`src/rtl/irq_pkg.sv`:
```
package irq_pkg;
  // Strobes from the control module to the datapath
  typedef struct packed {
    logic accept;       // a vector is accepted on this edge
    logic acceptReset;  // the accepted vector is the reset vector
  } irqStrobe_t;
endpackage

```
`src/rtl/irq_datapath.sv`:
```
module irq_datapath
  import irq_pkg::*;
#(
  parameter int NUM_SRC = 11,
  parameter int VEC_W   = 4
) (
  input  logic               clk,
  input  logic               rstN,
  input  logic [NUM_SRC-1:0] reqPulse,
  input  logic [NUM_SRC-1:0] srcEnable,
  input  logic [NUM_SRC-1:0] clrPending,
  input  irqStrobe_t         strobes,
  output logic               anyMasked,
  output logic               takeIrq,
  output logic [VEC_W-1:0]   vectorNum,
  output logic [NUM_SRC-1:0] ackOneHot
);
  logic [NUM_SRC-1:0] pendFlag;
  logic [NUM_SRC-1:0] maskedReq;
  logic [NUM_SRC-1:0] grant;
  logic [NUM_SRC:0]   seenLower;
  logic [NUM_SRC-1:0] ackNow;
  logic [VEC_W-1:0]   winVec;

  assign maskedReq    = pendFlag & srcEnable;
  assign anyMasked    = |maskedReq;
  assign seenLower[0] = 1'b0;

  // Fixed priority chain: lower index (lower vector) wins
  for (genvar g = 0; g < NUM_SRC; g++) begin : gPrio
    assign grant[g]       = maskedReq[g] & ~seenLower[g];
    assign seenLower[g+1] = seenLower[g] | maskedReq[g];
  end

  always_comb begin
    winVec = '0;
    for (int i = 0; i < NUM_SRC; i++) begin
      if (grant[i]) winVec = winVec | VEC_W'(i + 1);
    end
  end

  assign ackNow = (strobes.accept && !strobes.acceptReset) ? grant : '0;

  // Pending flags: a new pulse wins over acknowledge and clear
  for (genvar p = 0; p < NUM_SRC; p++) begin : gPend
    always_ff @(posedge clk) begin
      if (!rstN)              pendFlag[p] <= 1'b0;
      else if (reqPulse[p])   pendFlag[p] <= 1'b1;
      else if (ackNow[p] || clrPending[p]) pendFlag[p] <= 1'b0;
    end
  end

  always_ff @(posedge clk) begin
    if (!rstN) begin
      takeIrq   <= 1'b0;
      vectorNum <= '0;
      ackOneHot <= '0;
    end else begin
      takeIrq   <= strobes.accept;
      vectorNum <= (strobes.accept && !strobes.acceptReset) ? winVec : '0;
      ackOneHot <= ackNow;
    end
  end
endmodule

```
`src/rtl/irq_control.sv`:
```
module irq_control
  import irq_pkg::*;
#(
  parameter int STACK_STEP = 2,
  parameter int DELTA_W    = 4
) (
  input  logic               clk,
  input  logic               rstN,
  input  logic               instrBoundary,
  input  logic               anyMasked,
  input  logic               retStrobe,
  input  logic               setGieStrobe,
  input  logic               clrGieStrobe,
  output irqStrobe_t         strobes,
  output logic               gieState,
  output logic [DELTA_W-1:0] stackDelta
);
  localparam logic [DELTA_W-1:0] PushDelta = DELTA_W'(-STACK_STEP);
  localparam logic [DELTA_W-1:0] PopDelta  = DELTA_W'(STACK_STEP);

  logic resetVecDue;
  logic acceptNow;

  assign acceptNow           = instrBoundary & (resetVecDue | (gieState & anyMasked));
  assign strobes.accept      = acceptNow;
  assign strobes.acceptReset = instrBoundary & resetVecDue;

  always_ff @(posedge clk) begin
    if (!rstN) begin
      resetVecDue <= 1'b1;
      gieState    <= 1'b0;
      stackDelta  <= '0;
    end else begin
      if (strobes.acceptReset) resetVecDue <= 1'b0;

      if (acceptNow)                       gieState <= 1'b0;
      else if (clrGieStrobe)               gieState <= 1'b0;
      else if (retStrobe || setGieStrobe)  gieState <= 1'b1;

      if (acceptNow)      stackDelta <= strobes.acceptReset ? '0 : PushDelta;
      else if (retStrobe) stackDelta <= PopDelta;
      else                stackDelta <= '0;
    end
  end
endmodule

```
`src/rtl/irq_vector_ctrl.sv`:
```
module irq_vector_ctrl
  import irq_pkg::*;
#(
  parameter int NUM_SRC    = 11,
  parameter int VEC_W      = $clog2(NUM_SRC + 1),
  parameter int STACK_STEP = 2,
  parameter int DELTA_W    = 4
) (
  input  logic               clk,
  input  logic               rstN,
  input  logic [NUM_SRC-1:0] reqPulse,
  input  logic [NUM_SRC-1:0] srcEnable,
  input  logic [NUM_SRC-1:0] clrPending,
  input  logic               instrBoundary,
  input  logic               retStrobe,
  input  logic               setGieStrobe,
  input  logic               clrGieStrobe,
  output logic               takeIrq,
  output logic [VEC_W-1:0]   vectorNum,
  output logic [NUM_SRC-1:0] ackOneHot,
  output logic               gieState,
  output logic [DELTA_W-1:0] stackDelta
);
  irqStrobe_t strobes;
  logic       anyMasked;

  irq_control #(.STACK_STEP(STACK_STEP), .DELTA_W(DELTA_W)) uCtrl (
    .clk(clk), .rstN(rstN), .instrBoundary(instrBoundary), .anyMasked(anyMasked),
    .retStrobe(retStrobe), .setGieStrobe(setGieStrobe), .clrGieStrobe(clrGieStrobe),
    .strobes(strobes), .gieState(gieState), .stackDelta(stackDelta)
  );

  irq_datapath #(.NUM_SRC(NUM_SRC), .VEC_W(VEC_W)) uData (
    .clk(clk), .rstN(rstN), .reqPulse(reqPulse), .srcEnable(srcEnable),
    .clrPending(clrPending), .strobes(strobes), .anyMasked(anyMasked),
    .takeIrq(takeIrq), .vectorNum(vectorNum), .ackOneHot(ackOneHot)
  );
endmodule

```
`config.mk`:
```
export PLATFORM = sky130hd
export DESIGN_NAME = irq_vector_ctrl
export DESIGN_NICKNAME = d
export VERILOG_FILES = /design/src/rtl/irq_pkg.sv /design/src/rtl/irq_datapath.sv /design/src/rtl/irq_control.sv /design/src/rtl/irq_vector_ctrl.sv
export SDC_FILE = /design/constraint.sdc
export NUM_CORES = 1
export LEC_CHECK = 0
export BUFFER_PORTS_ARGS = -buffer_cell sky130_fd_sc_hd__buf_4
export CAP_MARGIN = 20
export CORE_MARGIN = 3
export CORE_UTILIZATION = 44
export DETAILED_ROUTE_END_ITERATION = 12
export MAX_ROUTING_LAYER = met4
export PLACE_DENSITY = 0.73
export SLEW_MARGIN = 10
export SYNTH_ARGS = -nofsm -noshare
export SYNTH_HDL_FRONTEND = slang
export SYNTH_SLANG_ARGS = --single-unit
export TNS_END_PERCENT = 30
```
`constraint.sdc`:
```
create_clock -name clk -period 1.9 [get_ports clk]
set_input_delay 0.38 -clock clk [delete_from_list [all_inputs] [get_ports clk]]
set_output_delay 0.38 -clock clk [all_outputs]
set_load 0.01 [all_outputs]
```
==> parameters.txt <==
Parameter                              Value

Outcome
  Run status ... finished, final reports clean

Synthesis
  Dominant cell type by area after synthesis ... sky130_fd_sc_hd__dfxtp_1
  Primary FF master, synth ... sky130_fd_sc_hd__dfxtp_1
  Synthesized netlist cell count ... 138
  Cell area after synthesis ... 1236 µm²
  Fraction of the yosys area taken by sequential cells ... 0.5020
  Async S/R FF share, synth ... 0
  Post-synth cell types ... 30
  Mapped Avg Cell Area ... 8.958 µm²
  Net count of the mapped netlist ... 177
  Area share of the largest cell type after synthesis ... 0.5020
  Number of synthesized flops with an enable pin ... 0
  Most area-consuming cells after synthesis ... sky130_fd_sc_hd__dfxtp_1 (50%), sky130_fd_sc_hd__nand2_1 (6.4%), sky130_fd_sc_hd__a311oi_1 (5.7%)
  Post-synthesis register bit count ... 31
  Synth warnings ... 0

STA
  Final-report setup violation count ... 0
  Max frequency ... 621.0 MHz
  Period minus WS final ... 1.610 ns
  Sum Neg Setup Slack ... 0 ns
  RSZ-0062 raised after global routing ... no
  Final setup skew ... 0.004789 ns
  Final clock period utilization by the worst path ... 0.8475
  Hold Violations, Final ... 0
  Final count of pins violating max slew ... 0

Clocking
  Number of setup buffers added after CTS ... 0
  Worst-case clock buffer depth ... 2
  Clock tree sinks ... 31
  Inserted Clock Buffers ... 5
  Post_cts resized ... 0
  TritonCTS clock tree ... yes
  Clk_lat worst skew ... 0.33 ns
  CTS Hold Buffers Added ... 0
  CTS Root Buffer Type ... sky130_fd_sc_hd__clkbuf_4
  Clock edge transition at the registers on the reported setup and hold paths ... 0.09 ns
  Number of levels in the clock H-tree ... 2

Detailed routing
  Via density ... 5.286
  First DRT Iteration DRCs ... 36
  Number of nets with antenna violations after detailed routing ... 0
  Total number of vias ... 1237
  Routed length per placed instance ... 13.38 µm
  DRT Pass-1 Iters ... 4
  DRC violations left ... 0
  Total Wirelength ... 3130 µm

Floorplanning
  Std-Cell Core Area ... 2567 µm²
  Die X-Extent ... 59.01 µm
  Die area ... 3482 µm²
  Initial core utilization ... 0.4815
  Num rows ... 18
  Die Y-Extent ... 59.01 µm
  I/O pin cnt ... 60

Power and ir drop
  Power Dens Cells ... 735.2 nW/µm²
  Leakage power of the design ... 0.8411 nW
  Peak VDD IR ... 0.6496 mV

Finish
  Final instance count without filler cells ... 234
  Post-synthesis to final-layout area growth ... 44.43%
  Number of inserted filler cells in the final layout ... 214
  Antenna diode count ... 0
  Number of nets at the end of the flow ... 242
  Register area ... 620.6 µm²
  Multi-input gate area in the final layout ... 555.5 µm²
  Share of final-layout standard cells stronger than drive strength 1 ... 0.3431

Critical path
  Crit path buf inv count ... 0
  Critical Path, Cell by Cell ... a222oi_1 -> nand4_2 -> nand2_1 -> nor3_1
  Data required, critical path ... 2.12 ns
  CP max-delay cell ... sky130_fd_sc_hd__a222oi_1
  Element type at the critical path start ... register
  Peak fanout along the critical path ... 9
  Category of the worst setup path capture point ... register
  Category of cells accounting for the largest share of critical-path delay ... simple AND/OR/NAND/NOR gates
  Setup Crit Path Kind ... register to register
  Data arrival time at the worst-slack endpoint ... 1.83 ns
  Maximum cell stage delay along the critical path ... 0.49 ns

Global routing
  Remaining global-route overflow ... 0
  Largest net degree at the start of global routing ... 17
  Initial antenna violation count ... 0
  Met2 track demand over resource ... 0.3139
  Total GRT Usage ... 0.1977
  Number of global-route vias before repair ... 1174
  Global-route layer with the greatest usage ... met2
  Global-route wire length before repair ... 4988 µm
  Global Route met3 Usage ... 0.06972
  Met1 Use GR ... 0.2317

Placed design
  Number of cells after detailed placement ... 226
  Final Wtd Congestion ... 0.7424
  Half-perimeter wire length after placement ... 2479 µm
  Total of buffers placed on input and output ports ... 58

Run
  MaxCap Viol Count ... 0

Hold path
  Classification of the worst-slack hold path ... input port to register
[cell usage after synthesis, types with 3 or more instances]
cell type                   n
sky130_fd_sc_hd__dfxtp_1   31
sky130_fd_sc_hd__nand2_1   21
sky130_fd_sc_hd__inv_1     10
sky130_fd_sc_hd__o21a_1     9
sky130_fd_sc_hd__a311oi_1   8
sky130_fd_sc_hd__nor2_1     8
sky130_fd_sc_hd__a21oi_1    7
sky130_fd_sc_hd__nand3_1    5
sky130_fd_sc_hd__nor3_1     4
sky130_fd_sc_hd__a222oi_1   3
sky130_fd_sc_hd__and3_1     3
sky130_fd_sc_hd__nor3b_1    3
[worst paths after layout]
| kind | startpoint | endpoint | slack [ns] | cells after the start |
|---|---|---|---|---|
| setup / recovery | uData.pendFlag[3]$_SDFFE_PN0P_ | uData.ackOneHot[6]$_SDFF_PN0_ | 0.29 | 4 |
| hold / removal | reqPulse[3] | uData.pendFlag[3]$_SDFFE_PN0P_ | 0.25 | 2 |
| setup reg to reg | uData.pendFlag[3]$_SDFFE_PN0P_ | uData.ackOneHot[6]$_SDFF_PN0_ | 0.29 | 4 |
| hold reg to reg | uData.pendFlag[1]$_SDFFE_PN0P_ | uData.ackOneHot[1]$_SDFF_PN0_ | 0.52 | 2 |
[flip-flops by register name, indices dropped and copies added (netlist names)]
| register | count |
|---|---|
| uData.takeIrq | 1 |
| uData.vectorNum | 4 |
| uCtrl.resetVecDue | 1 |
| uCtrl.stackDelta | 2 |
| uData.pendFlag | 11 |
| uData.ackOneHot | 11 |
| uCtrl.gieState | 1 |
[cell families (layout without fill, tap and decap cells)]
logic type / count (synthesis) / after routing / share of synthesized area
simple gates: 56 / 56 / 0.2308
compound gates: 36 / 36 / 0.2156
flops: 31 / 31 / 0.5020
buf+inv: 14 / 80 / 0.04858
other cells: 1 / 1 / 0.003034
[metal layers]
layer | share of wire | vias up | wire length (µm)
li1 | - | 628 | -
met5 | 0 | - | 0
met1 | 0.42 | 557 | 1322
met4 | 0.0093 | 0 | 29
met2 | 0.48 | 47 | 1508
met3 | 0.087 | 5 | 271
[layout by cell type, fill, tap and decap left out, drive strengths merged, types with 4 or more instances in the layout]
cell type and n:
dfxtp 31, nand3 5, inv 10, clkbuf 8, buf 62, a21oi 7, o21a 9, nor3 4
a311oi 8, nor2 8, nand2 21
[worst register-to-register path, stage by stage (launching register included)]
cell and delay (ns):
sky130_fd_sc_hd__dfxtp_1 0.33, sky130_fd_sc_hd__a222oi_1 0.49, sky130_fd_sc_hd__nand4_2 0.25, sky130_fd_sc_hd__nand2_1 0.31, sky130_fd_sc_hd__nor3_1 0.10
[metrics by stage]
step | util | hold slack, ns | power (mW) | instance area [µm²] | setup slack (ns)
finish | 0.6954 | 0.2476 | 1.313 | 1785 | 0.2897
global route | 0.6954 | 0.2333 | 1.370 | 1785 | 0.1109
CTS | 0.6954 | 0.2449 | 1.318 | 1785 | 0.2787
detailed placement | 0.6686 | 0.4898 | 0.8931 | 1717 | 0.09296
global placement | 0.6686 | 0.4841 | 0.8886 | 1717 | 0.1806
floorplan | - | 0.4615 | 0.7892 | 1236 | 0.1417
[cell type report]
cell class | instances | share of cell area
clock buffer | 8 | 0.03854
inverter | 10 | 0.02102
multi-input combinational | 93 | 0.3111
sequential | 31 | 0.3476
tap | 30 | 0.02102
timing repair buffer | 62 | 0.2607
[where the power goes]
group          total [mW]  switching (mW)  leakage, nW  internal, mW
clock               0.434           0.217       0.0386         0.217
sequential          0.688          0.0170        0.254         0.671
combinational       0.191          0.0875        0.549         0.103
(Power assumes the default switching activity.)
